<file path="src/rtl/rdp_arb_pkg.sv">
package rdp_arb_pkg;

  typedef enum logic [1:0] {
    LVL_OPEN   = 2'd0,
    LVL_LOCKED = 2'd1,
    LVL_SEALED = 2'd2
  } protLevel_e;

  typedef enum logic [1:0] {
    SRC_FLASH_CPU = 2'd0,
    SRC_RAM_CPU   = 2'd1,
    SRC_DEBUG     = 2'd2,
    SRC_RSVD      = 2'd3
  } reqSource_e;

  typedef enum logic [1:0] {
    OP_READ  = 2'd0,
    OP_WRITE = 2'd1,
    OP_ERASE = 2'd2,
    OP_RSVD  = 2'd3
  } accOp_e;

  // strobes from control to datapath
  typedef struct packed {
    protLevel_e level;
    logic       openAll;
  } ctrlStrobes_t;

endpackage

</file>
<file path="src/rtl/rdp_arb_ctrl.sv">
module rdp_arb_ctrl
  import rdp_arb_pkg::*;
#(
  parameter int FW = 8,
  parameter logic [FW-1:0] OPEN_CODE = FW'('hAA),
  parameter logic [FW-1:0] SEAL_CODE = FW'('hCC)
) (
  input  logic          clk,
  input  logic          rst_n,
  input  logic [FW-1:0] storedField,
  input  logic          chgValid,
  input  logic [FW-1:0] chgField,
  input  logic          engBusy,
  input  logic          eraseDone,
  input  logic          optWrDone,
  output logic          eraseReq,
  output logic          optWrReq,
  output logic [FW-1:0] optWrData,
  output logic          chgAck,
  output logic          chgErr,
  output ctrlStrobes_t  strobes
);

  typedef enum logic [1:0] {ST_IDLE, ST_ERASE, ST_PROG} chgState_e;

  chgState_e     stQ;
  logic [FW-1:0] fieldQ;
  logic [FW-1:0] pendQ;
  protLevel_e    levelNow;
  logic          chgOk;
  logic          needsErase;

  function automatic protLevel_e decodeField(input logic [FW-1:0] f);
    if (f == OPEN_CODE)      return LVL_OPEN;
    else if (f == SEAL_CODE) return LVL_SEALED;
    else                     return LVL_LOCKED;
  endfunction

  // level follows storage combinationally while in reset
  always_comb begin
    levelNow   = decodeField(rst_n ? fieldQ : storedField);
    chgOk      = chgValid && (stQ == ST_IDLE) && !engBusy && (levelNow != LVL_SEALED);
    needsErase = (levelNow == LVL_LOCKED) && (decodeField(chgField) == LVL_OPEN);
  end

  always_ff @(posedge clk) begin
    if (!rst_n) begin
      fieldQ <= storedField;
      pendQ  <= '0;
      stQ    <= ST_IDLE;
      chgAck <= 1'b0;
      chgErr <= 1'b0;
    end else begin
      chgAck <= chgOk;
      chgErr <= chgValid && !chgOk;
      unique case (stQ)
        ST_IDLE: if (chgOk) begin
          pendQ <= chgField;
          stQ   <= needsErase ? ST_ERASE : ST_PROG;
        end
        ST_ERASE: if (eraseDone) stQ <= ST_PROG;
        ST_PROG: if (optWrDone) begin
          fieldQ <= pendQ;
          stQ    <= ST_IDLE;
        end
        default: stQ <= ST_IDLE;
      endcase
    end
  end

  assign eraseReq        = (stQ == ST_ERASE);
  assign optWrReq        = (stQ == ST_PROG);
  assign optWrData       = pendQ;
  assign strobes.level   = levelNow;
  assign strobes.openAll = (levelNow == LVL_OPEN);

  assert_seal_sticky_R9: assert property (@(posedge clk) disable iff (!rst_n)
    (levelNow == LVL_SEALED) |=> (levelNow == LVL_SEALED));

  assert_erase_from_locked_R7: assert property (@(posedge clk) disable iff (!rst_n)
    eraseReq |-> (levelNow == LVL_LOCKED));

  assert_level_held_in_erase_R7: assert property (@(posedge clk) disable iff (!rst_n)
    eraseReq |=> (levelNow == LVL_LOCKED));

  assert_ack_needs_idle_R6: assert property (@(posedge clk) disable iff (!rst_n)
    chgAck |-> (!$past(engBusy) && ($past(levelNow) != LVL_SEALED)));

  assert_ack_err_exclusive_R6: assert property (@(posedge clk) disable iff (!rst_n)
    !(chgAck && chgErr));

endmodule

</file>
<file path="src/rtl/rdp_arb_datapath.sv">
module rdp_arb_datapath
  import rdp_arb_pkg::*;
#(
  parameter int DW = 32
) (
  input  logic          clk,
  input  logic          rst_n,
  input  ctrlStrobes_t  strobes,
  input  logic          accValid,
  input  logic [1:0]    accOp,
  input  logic [1:0]    accSource,
  input  logic [DW-1:0] memRdData,
  output logic          memReq,
  output logic          rspValid,
  output logic          rspErr,
  output logic [DW-1:0] rspData,
  output logic          dbgEnable,
  output logic          sramBootOk
);

  accOp_e     opNow;
  reqSource_e srcNow;
  logic       granted;

  always_comb begin
    opNow   = accOp_e'(accOp);
    srcNow  = reqSource_e'(accSource);
    granted = (strobes.openAll || (srcNow == SRC_FLASH_CPU)) && (opNow != OP_RSVD);
  end

  assign memReq = accValid && granted;

  always_ff @(posedge clk) begin
    if (!rst_n) begin
      rspValid <= 1'b0;
      rspErr   <= 1'b0;
      rspData  <= '0;
    end else begin
      rspValid <= accValid;
      rspErr   <= accValid && !granted;
      rspData  <= (memReq && (opNow == OP_READ)) ? memRdData : '0;
    end
  end

  assign dbgEnable  = (strobes.level != LVL_SEALED);
  assign sramBootOk = (strobes.level != LVL_SEALED);

  assert_denied_zero_R4: assert property (@(posedge clk) disable iff (!rst_n)
    rspErr |-> (rspData == '0));

  assert_err_is_response_R4: assert property (@(posedge clk) disable iff (!rst_n)
    rspErr |-> rspValid);

  assert_locked_source_R3: assert property (@(posedge clk) disable iff (!rst_n)
    (memReq && (strobes.level != LVL_OPEN)) |-> (accSource == 2'd0));

  assert_open_grants_R2: assert property (@(posedge clk) disable iff (!rst_n)
    (accValid && (strobes.level == LVL_OPEN) && (accOp != 2'd3)) |-> memReq);

endmodule

</file>
<file path="src/rtl/rdp_access_arbiter.sv">
module rdp_access_arbiter
  import rdp_arb_pkg::*;
#(
  parameter int DW = 32,
  parameter int FW = 8,
  parameter logic [FW-1:0] OPEN_CODE = FW'('hAA),
  parameter logic [FW-1:0] SEAL_CODE = FW'('hCC)
) (
  input  logic          clk,
  input  logic          rst_n,
  input  logic [FW-1:0] storedField,
  input  logic          accValid,
  input  logic [1:0]    accOp,
  input  logic [1:0]    accSource,
  input  logic [DW-1:0] memRdData,
  output logic          memReq,
  output logic          rspValid,
  output logic          rspErr,
  output logic [DW-1:0] rspData,
  input  logic          chgValid,
  input  logic [FW-1:0] chgField,
  input  logic          engBusy,
  input  logic          eraseDone,
  input  logic          optWrDone,
  output logic          chgAck,
  output logic          chgErr,
  output logic          eraseReq,
  output logic          optWrReq,
  output logic [FW-1:0] optWrData,
  output logic [1:0]    curLevel,
  output logic          dbgEnable,
  output logic          sramBootOk
);

  ctrlStrobes_t strobes;

  rdp_arb_ctrl #(.FW(FW), .OPEN_CODE(OPEN_CODE), .SEAL_CODE(SEAL_CODE)) ctrl_i (
    .clk(clk), .rst_n(rst_n), .storedField(storedField),
    .chgValid(chgValid), .chgField(chgField), .engBusy(engBusy),
    .eraseDone(eraseDone), .optWrDone(optWrDone),
    .eraseReq(eraseReq), .optWrReq(optWrReq), .optWrData(optWrData),
    .chgAck(chgAck), .chgErr(chgErr), .strobes(strobes)
  );

  rdp_arb_datapath #(.DW(DW)) dp_i (
    .clk(clk), .rst_n(rst_n), .strobes(strobes),
    .accValid(accValid), .accOp(accOp), .accSource(accSource),
    .memRdData(memRdData), .memReq(memReq),
    .rspValid(rspValid), .rspErr(rspErr), .rspData(rspData),
    .dbgEnable(dbgEnable), .sramBootOk(sramBootOk)
  );

  assign curLevel = strobes.level;

endmodule

</file>
<file path="config.mk">
export PLATFORM = sky130hd
export DESIGN_NAME = rdp_access_arbiter
export DESIGN_NICKNAME = d
export VERILOG_FILES = /design/src/rtl/rdp_arb_pkg.sv /design/src/rtl/rdp_arb_ctrl.sv /design/src/rtl/rdp_arb_datapath.sv /design/src/rtl/rdp_access_arbiter.sv
export SDC_FILE = /design/constraint.sdc
export NUM_CORES = 1
export LEC_CHECK = 0
export BUFFER_PORTS_ARGS = -buffer_cell sky130_fd_sc_hd__buf_2
export CAP_MARGIN = 10
export CORE_MARGIN = 5
export CORE_UTILIZATION = 38
export CTS_BUF_LIST = sky130_fd_sc_hd__clkbuf_16
export DETAILED_ROUTE_END_ITERATION = 16
export PLACE_DENSITY = 0.68
export SYNTH_ARGS = -nofsm -noshare
export SYNTH_HDL_FRONTEND = slang
export SYNTH_HIERARCHICAL = 1
export SYNTH_SLANG_ARGS = --single-unit
export TNS_END_PERCENT = 5
</file>
<file path="constraint.sdc">
create_clock -name clk -period 1.9 [get_ports clk]
set_input_delay 0.38 -clock clk [delete_from_list [all_inputs] [get_ports clk]]
set_output_delay 0.38 -clock clk [all_outputs]
set_load 0.02 [all_outputs]
</file>
Word level (Yosys, flattened, before mapping)
Cells that the tools add are included.
{"block": "word_totals", "regBits": 54, "input_bits": 59, "output_inout_bits": 51, "elab_cells": 57}
{"block": "classes", "n_eq_ne": 14, "mux": 13, "n_reduce_logical": 22}
{"op": "8-bit == test, second input constant", "count": 4}
{"op": "8-bit two-way mux", "count": 4}
{"op": "2-bit two-way mux", "count": 8}
{"op": "2-bit zero test", "count": 5}
{"op": "1-bit logical AND", "count": 9}
{"op": "2-bit != test, second input constant", "count": 4}
{"op": "2-bit by 1-bit != test with 1-bit output, second input constant", "count": 3}
{"op": "2-bit case mux with 3 select lines", "count": 1}
{"op": "2-bit AND reduction", "count": 3}
{"op": "2-bit by 1-bit == test with 1-bit output, second input constant", "count": 2}
{"op": "1-bit zero test", "count": 3}
{"op": "3-bit AND reduction", "count": 1}
{"op": "2-bit == test, second input constant", "count": 1}
{"op": "1-bit logical OR", "count": 1}

Logic depth before layout (Yosys ltp)
Gate-level depths: netlist of run 1.
{"block": "depth", "ltp_word": 10, "mapped_depth": 8, "ltp_nobuf": 6}

By module
The synthesis of run 1 kept the hierarchy.
{"module": "rdp_arb_datapath", "instances": 1, "cells_each": 82, "area_per_inst_um2": 1222.4, "seq_area_each_um2": 680.7}
{"module": "rdp_arb_ctrl", "instances": 1, "cells_each": 99, "area_per_inst_um2": 969.7, "seq_area_each_um2": 480.5}

Worst setup path before layout of run 1
No wires, ideal clock.
{"block": "synth_path", "path_kind": "in2out", "from": "input storedField[5]", "to": "output sramBootOk", "arrival_ns": 1.655, "required_ns": 1.520, "slack_ns": -0.135, "stages": 5, "path_buffers": 1, "cell_sequence": "and4bb_1 or3_1 o211ai_1 nand2b_1 buf_4"}
{"block": "synth_between", "elab_chain_len": 5, "elab_cells_between_ends": 6, "classes_between": "eq/ne (3); mux (3)"}
{"item": "start: declaration", "line_no": "rdp_access_arbiter.sv:11", "rtl": "input logic [FW-1:0] storedField,"}
{"item": "8-bit two-way mux (*)", "line_no": "rdp_arb_ctrl.sv:41", "rtl": "levelNow = decodeField(rst_n ? fieldQ : storedField);"}
{"item": "8-bit == test", "line_no": "rdp_arb_ctrl.sv:35", "rtl": "else if (f == SEAL_CODE) return LVL_SEALED;"}
{"item": "2-bit two-way mux", "line_no": "rdp_arb_ctrl.sv:35"}
{"item": "2-bit two-way mux (*)", "line_no": "rdp_arb_ctrl.sv:34", "rtl": "if (f == OPEN_CODE) return LVL_OPEN;"}
{"item": "via curLevel[0]", "line_no": "rdp_access_arbiter.sv:30", "rtl": "output logic [1:0] curLevel,"}
{"item": "2-bit != test (*)"}
{"item": "end: declaration", "line_no": "rdp_access_arbiter.sv:32", "rtl": "output logic sramBootOk"}
Mark *: on every way through the listed nets, which the timed path passes. The rest lies on a longest branch.

==> results.py, run 1 <==
metrics = {
    "die": {
        "row_count": 27,
        "die-area_sq_um": 7390,
        "die_h_um": 86.0,
        "core_sq_um": 5540,
        "start_util_pct": 39.6,
        "ios": 110,
        "die_x_um": 86.0,
    },
    "logic_synthesis": {
        "synth_async_sr_flop_share_pct": 0,
        "yosysWarnings": 6,
        "synthTopCellsByCount": "dfxtp_1, nor3b_2, nand2_1",
        "synth.top_cells.by_area": "dfxtp_1, nor3b_2, edfxtp_1, mux2i_1, buf_6",
        "ys_ff_latch": 54,
        "yosys.area.top_type": "dfxtp_1",
        "synth_flop_cell": "dfxtp_1",
        "synth_cell_types": 38,
        "synthCells": 181,
        "synthesis.nets": 240,
        "synth_top_area_share_pct": 42.0,
        "synth_area_sq_um": 2190,
        "syn_area_per_cell_sq_um": 12.1,
        "yosysMostFrequentCell": "dfxtp_1",
        "synth-edff-count": 8,
        "yosysSeqAreaShare_pct": 53.0,
    },
    "global_route": {
        "grt_pass1_vias": 1666,
        "track_usage_pct": 13.4,
        "overflow": 0,
        "grt_pass1_wl_mm": 7.83,
        "grt_max_degree": 34,
        "antenna_found_initial": 0,
    },
    "placed_design": {
        "pre_cts_slack_ps": -180,
        "place_inst": 362,
        "hpwl_mm": 3.93,
        "placedInstanceArea_sq_um": 2860,
        "portBuffers": 109,
        "place_congestion": 0.735,
    },
    "worst_setup_path": {
        "crit_required_ps": 1520,
        "r2r_slack_ps": 220,
        "endpoint_kind": "primary output",
        "startpoint_type": "flip-flop",
        "cp.arrival_ps": 1650,
        "crit_slowest_cell": "edfxtp_1",
        "critical_path.most_common_cell": "nor2_2",
        "crit_chain": "nand4bb_4 -> nor2_4 -> nor2_2 -> nor2_2 -> o21ba_4 -> nor3b_4 -> buf_6",
        "worstSetupPathType": "flip-flop to primary output",
        "crit_fanout": 2,
        "critPathMaxStageDelay_ps": 370,
    },
    "routing": {
        "drc_errors": 0,
        "viasPerCell": 4.60,
        "avgRoutedWirePerCell_um": 13.2,
        "drt_iter0_drc": 49,
        "drtAntennaViolNets": 0,
        "dr.pass1.iters": 4,
        "wirelength_mm": 4.92,
        "vias": 1708,
    },
    "sta": {
        "timing.fmax_ghz": 0.494,
        "slew_violations": 0,
        "period_needed_ps": 2030,
        "fin_crit_sh_pct": 107,
        "setup_tns_ps": -261,
        "rsz0062_at_grt": "true",
        "worstMarginPinSlew_ps": 478,
        "setup_viol": 4,
        "hold-worst-slack_ps": 333,
        "setup_slack_ps": -126,
        "maxSlewHeadroom_pct": 68.2,
        "hold_viol": 0,
        "finClkSkew_ps": 4.52,
    },
    "power": {
        "powerDensity_nw_per_um2": 769,
        "ir_worst_vdd_v": 0.000396,
        "p_leak_nw": 1.45,
    },
    "run_status": {
        "status": "finished with violations",
        "violations": "negative setup slack",
    },
    "clock_network": {
        "h-tree-depth": 2,
        "cts.path.max_buffers": 2,
        "cts.clk_slew.worst_paths_ps": 60,
        "clock_latency_ps": 280,
        "hold_buffers": 0,
        "cts_inserted_buffers": 5,
        "cts_tree": "done",
        "clock-sinks": 54,
        "cts_root_buf": "clkbuf_16",
    },
    "final_layout": {
        "fin_nets": 358,
        "syn2layout_area_growth_pct": 41.5,
        "drive_above_1_share_pct": 57.9,
        "diodes": 0,
        "nFillCells": 487,
        "final_area_sq_um": 3100,
        "fin_cells": 371,
    },
    "worst_hold_path": {
        "hold_path.class": "input port to flip-flop",
    },
    "flow_run": {
        "drv_cap": 0,
    },
}
[kinds of logic (layout without fill, tap and decap cells)]
family          Yosys count  in the layout  synth area share, %
simple gates             78             78                 31.3
flops                    54             54                 53.0
buf+inv                  23            141                 6.62
compound gates           18             18                 5.48
mux                       8              8                 3.65
[flip-flops by register name, indices dropped and copies added, names as in the netlist]
| name | flops |
|---|---|
| ctrl_i/chgErr | 1 |
| ctrl_i/stQ | 2 |
| dp_i/rspData | 32 |
| ctrl_i/optWrData | 8 |
| ctrl_i/chgAck | 1 |
| dp_i/rspErr | 1 |
| dp_i/rspValid | 1 |
| ctrl_i/fieldQ | 8 |
[stage by stage]
stage / power, W / utilization [%]
CTS: 0.00241 / 55.4
global placement: 0.00149 / 51.6
detailed placement: 0.00149 / 51.6
floorplan: 0.00138 / -
global route: 0.00249 / 56.0
finish: 0.00239 / 56.0
[cells in the final DEF, fill, tap and decap left out, types with 5 or more instances in the layout]
cell type and count:
buf_2 104, buf_4 12, buf_6 5, clkbuf_16 6, dfxtp_1 46, edfxtp_1 8
inv_1 10, mux2i_1 8, nand2_1 19, nor3b_2 30, o21ai_0 8
[path summary, 6_finish.rpt]
path / start / end / cells past startpoint
hold / removal: memRdData[27] / dp_i/rspData[27] / 2
hold reg to reg: ctrl_i/optWrData[6] / ctrl_i/optWrData[6] / 2
setup / recovery: ctrl_i/fieldQ[0] / memReq / 7
setup reg to reg: ctrl_i/fieldQ[5] / dp_i/rspErr / 7
[per-layer routing]
layer | vias to the layer above | GRT usage [%] | share of wire [%]
met5 | - | 0 | 0
met1 | 767 | 16.1 | 41
met3 | 4 | 5.38 | 12
li1 | 855 | - | -
met2 | 82 | 22.3 | 47
met4 | 0 | 3.60 | 0.81
[critical path: cells and delay by family, from the launching register on]
family,cells,cell delay [ps]
AND/OR/NAND/NOR,5,690
buffers and inverters,1,140
flip-flops,1,370
AO/OA/AOI/OAI,1,170
[cell type report]
class / count / area [sq um] / share of cell area (%)
clock buffer: 6 / 150 / 4.84
clock inverter: 1 / 3.75 / 0.121
inverter: 11 / 41.3 / 1.33
multi-input combinational: 104 / 948 / 30.6
sequential: 54 / 1160 / 37.4
tap: 72 / 90.1 / 2.90
timing repair buffer: 123 / 707 / 22.8
[what timing repair did]
item,CTS,global route
cloned,0,0
setup buffers,2,0
setup endpoints to repair,5,7
pin swaps,7,1
resized for setup,13,4
[power breakdown]
group	switching, W	internal (W)	leakage, nW	total [W]
clock	0.000358	0.000556	0.0755	0.000914
sequential	0.0000143	0.00119	0.455	0.00121
combinational	0.000134	0.000129	0.919	0.000263
total	0.000507	0.00188	1.45	0.00239
(Power assumes the default switching activity.)
==> run 2: changes to the inputs <==
--- a/config.mk
+++ b/config.mk
@@ -8,10 +8,10 @@
 export BUFFER_PORTS_ARGS = -buffer_cell sky130_fd_sc_hd__buf_2
 export CAP_MARGIN = 10
 export CORE_MARGIN = 5
-export CORE_UTILIZATION = 38
+export CORE_UTILIZATION = 45
 export CTS_BUF_LIST = sky130_fd_sc_hd__clkbuf_16
 export DETAILED_ROUTE_END_ITERATION = 16
-export PLACE_DENSITY = 0.68
+export PLACE_DENSITY = 0.79
 export SYNTH_ARGS = -nofsm -noshare
 export SYNTH_HDL_FRONTEND = slang
 export SYNTH_HIERARCHICAL = 1
==> results.py, run 2 (same netlist as run 1, synthesis figures left out) <==
metrics = {
    "run_status": {
        "status": "finished with violations",
        "violations": "negative setup slack",
    },
    "global_route": {
        "track_usage_pct": 15.6,
        "grt_pass1_vias": 1622,
        "grt_pass1_wl_mm": 7.65,
        "grt_max_degree": 34,
        "antenna_found_initial": 0,
        "overflow": 0,
    },
    "final_layout": {
        "final_area_sq_um": 3110,
        "largest_register": "dp_i/rspData",
        "drive_above_1_share_pct": 58.5,
        "diodes": 0,
        "syn2layout_area_growth_pct": 42.1,
        "fin_nets": 359,
        "post-route-util_pct": 65.9,
        "layout_commonest_cell": "buf_2",
        "final_cell_mix": "buf_2, dfxtp_1, nor3b_2",
        "nFillCells": 360,
        "largest_register_ffs": 32,
    },
    "routing": {
        "wirelength_mm": 5.12,
        "vias": 1704,
        "drc_errors": 0,
        "top_layer": "met4",
        "avgRoutedWirePerCell_um": 13.9,
        "drtAntennaViolNets": 0,
        "drt_iter0_drc": 41,
        "dr.pass1.iters": 4,
        "m1WireLength_mm": 2.06,
        "viasPerCell": 4.63,
        "wl_met3_um": 513,
        "dr_wl_met2_mm": 2.47,
    },
    "clock_network": {
        "cts_tree": "done",
        "clock_latency_ps": 290,
        "cts_inserted_buffers": 5,
        "cts.path.max_buffers": 2,
        "cts.clk_slew.worst_paths_ps": 70,
        "clock-sinks": 54,
        "cts_root_buf": "clkbuf_16",
        "hold_buffers": 0,
        "h-tree-depth": 2,
    },
    "worst_setup_path": {
        "worstSetupPathType": "flip-flop to primary output",
        "crit_fanout": 2,
        "reg2reg_from": "ctrl_i/fieldQ[5]",
        "r2r_cells": 6,
        "endpoint_kind": "primary output",
        "startpoint_type": "flip-flop",
        "r2r_slack_ps": 140,
        "timing.rr.end": "ctrl_i/optWrData[3]",
        "crit_required_ps": 1520,
        "cp.arrival_ps": 1740,
    },
    "sta": {
        "timing.fmax_ghz": 0.472,
        "period_needed_ps": 2120,
        "slew_violations": 0,
        "fin_crit_sh_pct": 112,
        "finClkSkew_ps": 4.22,
        "setup_slack_ps": -221,
        "maxSlewHeadroom_pct": 67.4,
        "setup_viol": 5,
        "rsz0062_at_grt": "true",
        "hold_viol": 0,
        "worstMarginPinSlew_ps": 489,
    },
    "die": {
        "die-area_sq_um": 6370,
        "ios": 110,
        "die_h_um": 79.8,
        "start_util_pct": 46.4,
        "core_sq_um": 4720,
        "row_count": 25,
        "die_x_um": 79.8,
    },
    "worst_hold_path": {
        "hold_path.class": "input port to flip-flop",
        "min_from": "memRdData[3]",
        "hold_depth": 2,
        "min_to": "dp_i/rspData[3]",
    },
    "power": {
        "powerDensity_nw_per_um2": 802,
        "ir_worst_vdd_v": 0.000610,
        "p_leak_nw": 1.46,
    },
    "placed_design": {
        "hpwl_mm": 3.89,
        "place_congestion": 0.718,
        "placedInstanceArea_sq_um": 2840,
        "portBuffers": 109,
    },
    "flow_run": {
        "drv_cap": 0,
    },
}
-- run 2: worst max-delay path by stage --
stage | from | end | slack [ps] | cells past startpoint
3_5_place_dp | storedField[2] | memReq | -230 | 8
6_report | ctrl_i/fieldQ[0] | memReq | -220 | 7
4_1_cts | ctrl_i/fieldQ[0] | memReq | -240 | 7
3_3_place_gp | storedField[2] | memReq | -220 | 8
5_1_grt | ctrl_i/fieldQ[0] | memReq | -300 | 7
2_1_floorplan | storedField[5] | sramBootOk | -60 | 5
-- run 2: metal layers --
layer  track usage, %  vias up
li1                 -      860
met1             18.8      757
met2             26.5       82
met3             3.84        5
met4             6.59        0
met5                0        -
-- run 2: area by class of cell --
cell class | instances | area [sq um] | area share (%)
Clock inverter | 3 | 42.5 | 1.37
Clock buffer | 5 | 125 | 4.02
Timing Repair Buffer | 124 | 702 | 22.5
Inverter | 11 | 41.3 | 1.33
Tap cell | 67 | 83.8 | 2.69
Multi-Input combinational cell | 104 | 958 | 30.8
Sequential cell | 54 | 1160 | 37.3
-- run 2: power by group --
group | switching (W) | total (W) | internal [W] | leakage (nW)
combinational | 0.000135 | 0.000265 | 0.000130 | 0.921
clock | 0.000401 | 0.00102 | 0.000623 | 0.0847
sequential | 0.0000162 | 0.00121 | 0.00119 | 0.455
total | 0.000551 | 0.00250 | 0.00195 | 1.46
-- run 2: worst max-delay path: stages, from the launching register on --
cell and delay [ps]:
edfxtp_1 370, nand4bb_4 260, nor2_4 130, nor2_2 60, nor2_2 130, o21ba_4 170
nor3b_4 190, buf_6 140
-- run 2: stage by stage --
stage	hold WS (ps)	setup WS (ps)	total power (W)	setup TNS, ps	std cells
floorplan	519	-59.8	0.00138	-85.0	181
global placement	470	-217	0.00148	-1690	357
detailed placement	478	-234	0.00148	-2690	357
CTS	319	-242	0.00251	-476	367
global route	330	-302	0.00259	-901	368
finish	324	-221	0.00250	-557	368
-- run 2: what timing repair did --
item	in CTS	in global routing
pin swaps	8	2
endpoints found under the hold margin	0	0
setup endpoints to repair	5	5
resized for setup	13	4
setup buffers	2	1
